$ cat src/rtl/tagcache_pkg.sv
package tagcache_pkg;
    typedef enum logic [1:0] {
        ST_IDLE = 2'd0,
        ST_LOOK = 2'd1,
        ST_RESP = 2'd2
    } tc_state_e;
endpackage

$ cat src/rtl/tagcache_lfsr.sv
module tagcache_lfsr #(
    parameter int          OUT_W = 2,
    parameter logic [15:0] SEED  = 16'hACE1
) (
    input  logic             clk,
    input  logic             rst_n,
    output logic [OUT_W-1:0] rnd
);
    logic [15:0] lfsr_q;

    always_ff @(posedge clk) begin
        if (!rst_n) lfsr_q <= SEED;
        else        lfsr_q <= {1'b0, lfsr_q[15:1]} ^ (lfsr_q[0] ? 16'hB400 : 16'h0000);
    end

    assign rnd = lfsr_q[OUT_W-1:0];

    AST_LFSR_NONZERO: assert property (@(posedge clk) disable iff (!rst_n)
        lfsr_q != 16'h0000);
endmodule

$ cat src/rtl/tagcache_victim.sv
module tagcache_victim #(
    parameter int WAYS     = 4,
    parameter int WAY_W    = 2,
    parameter int AGE_W    = 2,
    parameter bit LRU_MODE = 1'b1
) (
    input  logic [WAYS-1:0]       valid,
    input  logic [WAYS*AGE_W-1:0] ages,
    input  logic [WAY_W-1:0]      rnd,
    output logic                  has_free,
    output logic [WAY_W-1:0]      victim
);
    logic [WAY_W-1:0] free_way;
    logic [WAY_W-1:0] lru_way;

    // lowest invalid way wins: scan from the top down
    always_comb begin
        has_free = 1'b0;
        free_way = '0;
        for (int w = WAYS - 1; w >= 0; w--) begin
            if (!valid[w]) begin
                has_free = 1'b1;
                free_way = WAY_W'(w);
            end
        end
    end

    // oldest way carries age WAYS-1
    always_comb begin
        lru_way = '0;
        for (int w = 0; w < WAYS; w++) begin
            if (ages[w*AGE_W +: AGE_W] == AGE_W'(WAYS - 1)) lru_way = WAY_W'(w);
        end
    end

    assign victim = has_free ? free_way : (LRU_MODE ? lru_way : rnd);
endmodule

$ cat src/rtl/tagcache_ctrl.sv
module tagcache_ctrl
    import tagcache_pkg::*;
#(
    parameter int ADDR_W      = 32,
    parameter int SETS        = 8,
    parameter int BLOCK_BYTES = 16,
    parameter int WAYS        = 4,
    parameter bit LRU_MODE    = 1'b1,
    parameter bit WRITE_BACK  = 1'b1,
    parameter int HIT_CYC     = 13,
    parameter int MEM_CYC     = 230,
    parameter int COST_W      = 16,
    parameter int CNT_W       = 32
) (
    input  logic              clk,
    input  logic              rst_n,
    input  logic              req_valid,
    output logic              req_ready,
    input  logic              req_store,
    input  logic [ADDR_W-1:0] req_addr,
    output logic              rsp_valid,
    input  logic              rsp_ready,
    output logic              rsp_hit,
    output logic              rsp_miss,
    output logic              rsp_evict,
    output logic [COST_W-1:0] rsp_cost,
    output logic [CNT_W-1:0]  cnt_hits,
    output logic [CNT_W-1:0]  cnt_misses,
    output logic [CNT_W-1:0]  cnt_evicts,
    output logic [CNT_W-1:0]  cnt_reads,
    output logic [CNT_W-1:0]  cnt_writes,
    output logic [CNT_W-1:0]  cnt_cycles
);
    localparam int OFF_W    = $clog2(BLOCK_BYTES);
    localparam int IDX_W    = $clog2(SETS);
    localparam int TAG_W    = ADDR_W - OFF_W - IDX_W;
    localparam int LINE_W   = ADDR_W - OFF_W;
    localparam int WAY_W    = (WAYS > 1) ? $clog2(WAYS) : 1;
    localparam int AGE_W    = WAY_W;
    localparam int FILL_CYC = MEM_CYC + BLOCK_BYTES / 8 - 1;

    tc_state_e state_q, state_d;

    logic [LINE_W-1:0] line_q;
    logic              store_q;
    logic              unused_offset;

    logic [WAYS-1:0]  vld_q [SETS];
    logic [WAYS-1:0]  drt_q [SETS];
    logic [TAG_W-1:0] tag_q [SETS][WAYS];
    logic [AGE_W-1:0] age_q [SETS][WAYS];

    logic              hit_q, miss_q, evict_q;
    logic [COST_W-1:0] cost_q;

    logic [IDX_W-1:0]      idx;
    logic [TAG_W-1:0]      tg;
    logic [WAYS-1:0]       hit_vec;
    logic                  any_hit;
    logic [WAY_W-1:0]      hit_way;
    logic [WAY_W-1:0]      victim;
    logic                  has_free;
    logic [WAY_W-1:0]      fill_way;
    logic                  evict_d;
    logic                  dirty_victim;
    logic [WAYS*AGE_W-1:0] ages_flat;
    logic [WAY_W-1:0]      rnd;
    logic [COST_W-1:0]     cost_d;
    logic                  accept, retire;

    assign unused_offset = ^req_addr[OFF_W-1:0];

    // ---------------- lookup -------------------------------------------
    assign idx = line_q[IDX_W-1:0];
    assign tg  = line_q[LINE_W-1:IDX_W];

    for (genvar w = 0; w < WAYS; w++) begin : g_way
        assign hit_vec[w] = vld_q[idx][w] && (tag_q[idx][w] == tg);
        assign ages_flat[w*AGE_W +: AGE_W] = age_q[idx][w];
    end

    always_comb begin
        hit_way = '0;
        for (int w = 0; w < WAYS; w++) begin
            if (hit_vec[w]) hit_way = WAY_W'(w);
        end
    end
    assign any_hit = |hit_vec;

    tagcache_lfsr #(.OUT_W(WAY_W)) u_lfsr (
        .clk   (clk),
        .rst_n (rst_n),
        .rnd   (rnd)
    );

    tagcache_victim #(
        .WAYS     (WAYS),
        .WAY_W    (WAY_W),
        .AGE_W    (AGE_W),
        .LRU_MODE (LRU_MODE)
    ) u_victim (
        .valid    (vld_q[idx]),
        .ages     (ages_flat),
        .rnd      (rnd),
        .has_free (has_free),
        .victim   (victim)
    );

    assign fill_way     = any_hit ? hit_way : victim;
    assign evict_d      = !any_hit && !has_free;
    assign dirty_victim = evict_d && drt_q[idx][victim] && WRITE_BACK;

    always_comb begin
        int unsigned c;
        c = HIT_CYC;
        if (!any_hit)     c = c + FILL_CYC;
        if (dirty_victim) c = c + FILL_CYC;
        if (store_q) begin
            if (!any_hit)    c = c + HIT_CYC;
            if (!WRITE_BACK) c = c + MEM_CYC;
        end
        cost_d = COST_W'(c);
    end

    // ---------------- state machine -------------------------------------
    assign accept = (state_q == ST_IDLE) && req_valid;
    assign retire = (state_q == ST_RESP) && rsp_ready;

    always_ff @(posedge clk) begin
        if (!rst_n) state_q <= ST_IDLE;
        else        state_q <= state_d;
    end

    always_comb begin
        state_d = state_q;
        unique case (state_q)
            ST_IDLE: if (req_valid) state_d = ST_LOOK;
            ST_LOOK: state_d = ST_RESP;
            ST_RESP: if (rsp_ready) state_d = ST_IDLE;
            default: state_d = ST_IDLE;
        endcase
    end

    always_comb begin
        req_ready = (state_q == ST_IDLE);
        rsp_valid = (state_q == ST_RESP);
        rsp_hit   = hit_q;
        rsp_miss  = miss_q;
        rsp_evict = evict_q;
        rsp_cost  = cost_q;
    end

    // ---------------- request and result registers ----------------------
    always_ff @(posedge clk) begin
        if (!rst_n) begin
            line_q  <= '0;
            store_q <= 1'b0;
            hit_q   <= 1'b0;
            miss_q  <= 1'b0;
            evict_q <= 1'b0;
            cost_q  <= '0;
        end else begin
            if (accept) begin
                line_q  <= req_addr[ADDR_W-1:OFF_W];
                store_q <= req_store;
            end
            if (state_q == ST_LOOK) begin
                hit_q   <= any_hit;
                miss_q  <= !any_hit;
                evict_q <= evict_d;
                cost_q  <= cost_d;
            end
        end
    end

    // ---------------- tag, valid, dirty, age state ----------------------
    always_ff @(posedge clk) begin
        if (!rst_n) begin
            for (int s = 0; s < SETS; s++) begin
                vld_q[s] <= '0;
                drt_q[s] <= '0;
                for (int w = 0; w < WAYS; w++) begin
                    tag_q[s][w] <= '0;
                    age_q[s][w] <= AGE_W'(w);
                end
            end
        end else if (state_q == ST_LOOK) begin
            vld_q[idx][fill_way] <= 1'b1;
            tag_q[idx][fill_way] <= tg;
            if (WRITE_BACK && store_q) drt_q[idx][fill_way] <= 1'b1;
            else if (!any_hit)         drt_q[idx][fill_way] <= 1'b0;
            for (int w = 0; w < WAYS; w++) begin
                if (WAY_W'(w) == fill_way)
                    age_q[idx][w] <= '0;
                else if (age_q[idx][w] < age_q[idx][fill_way])
                    age_q[idx][w] <= age_q[idx][w] + 1'b1;
            end
        end
    end

    // ---------------- running totals ------------------------------------
    always_ff @(posedge clk) begin
        if (!rst_n) begin
            cnt_hits   <= '0;
            cnt_misses <= '0;
            cnt_evicts <= '0;
            cnt_reads  <= '0;
            cnt_writes <= '0;
            cnt_cycles <= '0;
        end else if (retire) begin
            cnt_hits   <= cnt_hits   + CNT_W'(hit_q);
            cnt_misses <= cnt_misses + CNT_W'(miss_q);
            cnt_evicts <= cnt_evicts + CNT_W'(evict_q);
            cnt_reads  <= cnt_reads  + CNT_W'(!store_q);
            cnt_writes <= cnt_writes + CNT_W'(store_q);
            cnt_cycles <= cnt_cycles + CNT_W'(cost_q);
        end
    end

    // ---------------- assertions ----------------------------------------
    AST_ONE_OUTCOME: assert property (@(posedge clk) disable iff (!rst_n)
        rsp_valid |-> (rsp_hit ^ rsp_miss));
    AST_RESULT_HELD: assert property (@(posedge clk) disable iff (!rst_n)
        (rsp_valid && !rsp_ready) |=> (rsp_valid && $stable(rsp_cost) && $stable(rsp_hit)));
    AST_NO_EVICT_ON_HIT: assert property (@(posedge clk) disable iff (!rst_n)
        (rsp_valid && rsp_evict) |-> rsp_miss);
    AST_LOAD_HIT_COST: assert property (@(posedge clk) disable iff (!rst_n)
        (rsp_valid && rsp_hit && !store_q) |-> (rsp_cost == COST_W'(HIT_CYC)));
    AST_FREE_WAY_FIRST: assert property (@(posedge clk) disable iff (!rst_n)
        (state_q == ST_LOOK && !any_hit && has_free) |-> !vld_q[idx][victim]);
    AST_CYCLE_TOTAL: assert property (@(posedge clk) disable iff (!rst_n)
        (rsp_valid && rsp_ready) |=> (cnt_cycles == $past(cnt_cycles) + CNT_W'($past(rsp_cost))));
endmodule

$ cat config.mk
export PLATFORM = sky130hd
export DESIGN_NAME = tagcache_ctrl
export DESIGN_NICKNAME = d
export VERILOG_FILES = /design/src/rtl/tagcache_pkg.sv /design/src/rtl/tagcache_lfsr.sv /design/src/rtl/tagcache_victim.sv /design/src/rtl/tagcache_ctrl.sv
export SDC_FILE = /design/constraint.sdc
export NUM_CORES = 2
export LEC_CHECK = 0
export BUFFER_PORTS_ARGS = -buffer_cell sky130_fd_sc_hd__clkbuf_2
export CORE_ASPECT_RATIO = 0.75
export CORE_MARGIN = 4
export CORE_UTILIZATION = 40
export DETAILED_ROUTE_END_ITERATION = 10
export HOLD_SLACK_MARGIN = 0.05
export PLACE_DENSITY = 0.67
export SYNTH_ARGS = -nofsm -noshare
export SYNTH_HDL_FRONTEND = slang
export SYNTH_SLANG_ARGS = --single-unit
$ cat constraint.sdc
create_clock -name clk -period 7.04 [get_ports clk]
set_input_delay 0.704 -clock clk [delete_from_list [all_inputs] [get_ports clk]]
set_output_delay 0.704 -clock clk [all_outputs]
set_load 0.005 [all_outputs]
After elaboration in Yosys (flattened, before gate mapping) --
Memories as Yosys holds them, arrays and structs flattened. A register that Yosys moved wholly into a read port is not among the register bits. Index checks and enable logic that the tools add are counted. Widths: inputs -> output; s select.
Cells by class: bitwise operators 9, multiply operators 0, reduce and logical (&&, ||, !) cells 21, $lt $le $gt $ge 9, shifts and indexed selects 0, equality and inequality tests 14, divide/modulo/power cells 0, muxes and demuxes 110, add/subtract/negate cells 12
Operators with widths (number):
- $mux 100 | 3
- $add 32x1->32 | 5
- $eq 25x25->1 | 4
- $reduce_or 100->1 | 1
- $mux 1 | 58
- $demux 25 s2 | 1
- $mux 16 | 3
- $mux 2 | 18
- $mux 3 | 12
- $add 32x16->32 | 1
- $mux 4 | 8
- $mux 25 | 1
- $add 16x4->16 const B | 1
- $mux 8 | 2
- $reduce_or 4->1 | 3
- $logic_and 1x1->1 | 10
- $add 8x8->9 const B | 1
- $add 2x1->2 const B | 4
- $eq 2x2->1 const B | 4
- $lt 2x2->1 | 4
- $or 1x1->1 | 8
- $reduce_or 8->1 | 1
- $lt 2x3->1 const B | 2
- $pmux 2 s3 | 1
- 15 further kinds | 19
Word-level totals: flip-flop bits (word level) 242, logic and storage cells 192, bits in latches 0, memories kept 4, bits in writable memories 928, bits of input ports 37, memory bits (read-only) 0
Memories:
- tag_q | words 8, width 100, read ports 1, clocked after memory_dff 1, write ports 8, RTL line tagcache_ctrl.sv:50 | logic [TAG_W-1:0] tag_q [SETS][WAYS];
- age_q | words 8, width 8, read ports 1, clocked after memory_dff 1, write ports 8, RTL line tagcache_ctrl.sv:51 | logic [AGE_W-1:0] age_q [SETS][WAYS];
- drt_q | words 8, width 4, read ports 1, clocked after memory_dff 1, write ports 8, RTL line tagcache_ctrl.sv:49 | logic [WAYS-1:0] drt_q [SETS];
- vld_q | words 8, width 4, read ports 1, clocked after memory_dff 1, write ports 8, RTL line tagcache_ctrl.sv:48 | logic [WAYS-1:0] vld_q [SETS];

Depth between registers and ports, before layout --
depth in word-level cells 19, depth in mapped cells 30

Hierarchy --
A second synthesis with hierarchy kept.
Second synthesis, totals: cell total of the unflattened synthesis 4545, area total of the unflattened synthesis 55197.9 um^2
Modules (own cells, without submodules):
- tagcache_ctrl | sequential area each 32311.0 um^2, area each 54654.9 um^2, cells an instance 4498, times used 1
- tagcache_lfsr | sequential area each 320.3 um^2, area each 467.9 um^2, cells an instance 38, times used 1
- tagcache_victim | sequential area each 0.0 um^2, area each 75.1 um^2, cells an instance 9, times used 1

Least setup slack after synthesis --
OpenSTA, ideal clock, no wires.
path kind reg2reg, start register with a tool-made name, end memory age_q[1][6] in the netlist's numbering, enable pin, slack -0.488 ns, buffers on the path 8, arrival time 7.222 ns, stages on the path, launching flop included 20, clock period less this slack 7.528 ns, path through dfxtp_1 buf_4 buf_4 buf_4 buf_4 buf_4 buf_2 buf_1 mux4_2 mux2_2 ha_1 a21oi_1 a21oi_1 o21bai_1 a31oi_1 o21bai_1 nand2b_1 buf_6 o41ai_1 nand2b_1
RTL lines (RTL line):
- end, declared | tagcache_ctrl.sv:51

==> impl_metrics.env <==
export IMPL_clk_pin_slew_ns=0.06
export IMPL_cts_max_level=3
export IMPL_worstMarginPinSlew_ns=1.269
export IMPL_drv_cap=0
export IMPL_ys_async_sr_fraction_pct=0
export IMPL_drtIter0Drc=3878
export IMPL_crit_fanout=26
export IMPL_synth_edff_count=896
export IMPL_reg_top3="tag_q x800, age_q x64"
export IMPL_synth_area_mm2=0.05532
export IMPL_die_area_mm2=0.1444
export IMPL_synth_cells=4425
export IMPL_wire_per_inst_um=23.58
export IMPL_leakage_nw=22.81
export IMPL_ys_ff_latch=1166
export IMPL_layout_nets=4656
export IMPL_die_y_um=330.1
export IMPL_cp_end_kind="flip-flop"
export IMPL_timing_fmax_mhz=151.6
export IMPL_post_cts_setup_buffers=0
export IMPL_grt_overflow=0
export IMPL_yosys_warnings=0
export IMPL_setup_worst_path_class="reg2reg"
export IMPL_layout_common_cells="edfxtp_1, and2_1, nand2_1"
export IMPL_largest_reg_flops=800
export IMPL_final_common_cell="edfxtp_1"
export IMPL_syn_avg_cell_area_um2=12.50
export IMPL_fillers=12220
export IMPL_start_util_pct=40.50
export IMPL_core_mm2=0.1366
export IMPL_max_vdd_ir_drop_mv=0.2161
export IMPL_fin_skew_ns=0.04412
export IMPL_regArea_mm2=0.03232
export IMPL_hpwl_mm=96.69
export IMPL_cts_repair_resized=0
export IMPL_ant_nets=0
export IMPL_layout_setup_ws_ns=0.4439
export IMPL_largest_register="tag_q"
export IMPL_hold_buffers=0
export IMPL_globalplace_congestion=0.8555
export IMPL_portBuffers=239
export IMPL_detailedPlace_worstSlack_ns=0.6082
export IMPL_setup_viol=0
export IMPL_yosysSeqAreaShare_pct=58.41
export IMPL_io_pins=250
export IMPL_slew_violations=0
export IMPL_grt_max_degree=223
export IMPL_rsz0062_at_grt="false"
export IMPL_pwr_density_cell_mw_per_mm2=241.7
export IMPL_clkLatencyLatePin_ns=0.73
export IMPL_drt_wl_total_mm=154.1
export IMPL_multiInputGateArea_mm2=0.02123
export IMPL_fin_crit_sh_pct=93.69
export IMPL_arrival_ns=7.00
export IMPL_grt_pass1_vias=35360
export IMPL_synth_distinct_cells=83
export IMPL_cts_buffers=114
export IMPL_cts_tree="done"
export IMPL_synthToLayoutAreaGrowth_pct=12.60
export IMPL_outcome="finished, final reports clean"
export IMPL_synthFlopType="edfxtp_1"
export IMPL_cp_required_ns=7.44
export IMPL_die_width_um=437.4
export IMPL_min_path_type="in2reg"
export IMPL_drc=0
export IMPL_period_needed_ns=6.596
export IMPL_cts_root_buf="clkbuf_16"
export IMPL_cp_start_kind="flip-flop"
export IMPL_cts_sinks=1166
export IMPL_grt_pass1_wl_mm=228.9
export IMPL_via_per_inst=5.528
export IMPL_first_pass_iters=6
export IMPL_drive_gt1_share_pct=18.42
export IMPL_num_rows=117
export IMPL_clock_path_buffers=3
export IMPL_relSlewSlack_pct=15.33
export IMPL_hold_viol=0
export IMPL_vias=36110
export IMPL_antenna_found_initial=6
export IMPL_grtUsageTotal_pct=20.82
export IMPL_tns_ns=0
stage by stage:
step / cell area [um^2] / cells / util (%) / power, mW / hold WS, ns
floorplan: 55350 / 4430 / - / 8.609 / 0.4108
finish: 62290 / 6532 / 45.61 / 15.06 / 0.2129
CTS: 62280 / 6529 / 45.60 / 15.13 / 0.1620
global placement: 58580 / 6317 / 42.89 / 9.043 / 0.4263
global route: 62290 / 6532 / 45.61 / 15.53 / 0.2002
detailed placement: 58580 / 6317 / 42.89 / 9.066 / 0.4319
synth_stat cells, types with 32 or more instances:
library cell | instances | area [um^2]
buf_4 | 53 | 397.9
buf_2 | 43 | 215.2
nor3_1 | 73 | 365.4
or3_1 | 38 | 237.7
mux2_2 | 77 | 867.1
nor2_1 | 138 | 518.0
edfxtp_1 | 896 | 26910
nand3_1 | 82 | 410.4
clkbuf_1 | 226 | 848.3
a21boi_0 | 73 | 548.0
o21ai_0 | 54 | 270.3
a21oi_1 | 85 | 425.4
xor2_1 | 45 | 394.1
mux4_2 | 132 | 2973
o22ai_1 | 39 | 244.0
nand4_1 | 63 | 394.1
nand2_1 | 311 | 1167
dfxtp_1 | 270 | 5405
xnor2_1 | 171 | 1498
mux2i_1 | 184 | 1842
and3_1 | 103 | 644.4
a22oi_1 | 32 | 240.2
and2_1 | 857 | 5361
path summary, 6_finish.rpt:
path                            start                        end  slack (ns)  depth (start not counted)
setup / recovery            flip-flop  age_q[2][3]$_SDFFCE_PN1P_        0.44                         18
hold / removal           req_addr[21]    line_q[17]$_SDFFE_PN0P_        0.21                          3
setup reg to reg            flip-flop  age_q[2][3]$_SDFFCE_PN1P_        0.44                         18
hold reg to reg   vld_q[4][3]$_DFF_P_        vld_q[4][3]$_DFF_P_        0.44                          2
where the power goes:
| group | switching (mW) | total [mW] | internal, mW | leakage (nW) |
|---|---|---|---|---|
| combinational | 0.813 | 1.25 | 0.435 | 9.69 |
| clock | 2.69 | 6.12 | 3.43 | 1.81 |
| sequential | 0.107 | 7.69 | 7.58 | 11.3 |
metal layers:
metal	share of wire, %	routed length, um	up-vias	global-route usage [%]
li1	-	-	16200	-
met1	43	66300	18170	29.67
met2	46	71240	1480	32.81
met3	7.6	11780	257	3.455
met4	3.1	4730	0	6.241
met5	0	0	-	0
worst max-delay path, stage by stage (launching register included):
cell and delay (ns):
dfxtp_4 0.52, nor2_2 1.03, buf_4 0.46, a22o_1 0.20, nor3_1 0.05, nor4b_1 0.64, nand4_1 0.27, nor4_4 0.61
nor2b_2 0.19, buf_4 0.24, a211oi_1 0.23, nor2_1 0.09, ha_1 0.21, or3_1 0.46, or3_1 0.33, nor3_1 0.13
nand2_1 0.12, o211a_2 0.22, a21oi_1 0.22
layout make-up:
| cell class | instances | area share, % |
|---|---|---|
| tap | 1844 | 3.704 |
| timing repair buffer | 410 | 4.158 |
| antenna | 3 | 0.01205 |
| clock buffer | 149 | 4.973 |
| inverter | 33 | 0.1989 |
| clock inverter | 63 | 0.9762 |
| multi-input combinational | 2864 | 34.09 |
| sequential | 1166 | 51.89 |
cell families after synthesis:
logic type | after synthesis | synth area share [%]
AO/OA/AOI/OAI | 417 | 5.270
XOR/XNOR | 216 | 3.420
flip-flops | 1166 | 58.41
other | 1 | 0.006779
buffers and inverters | 400 | 3.390
adder cells (fa/ha/maj) | 30 | 0.6921
multiplexers | 393 | 10.27
AND/OR/NAND/NOR | 1802 | 18.54
(Power assumes the default switching activity.)
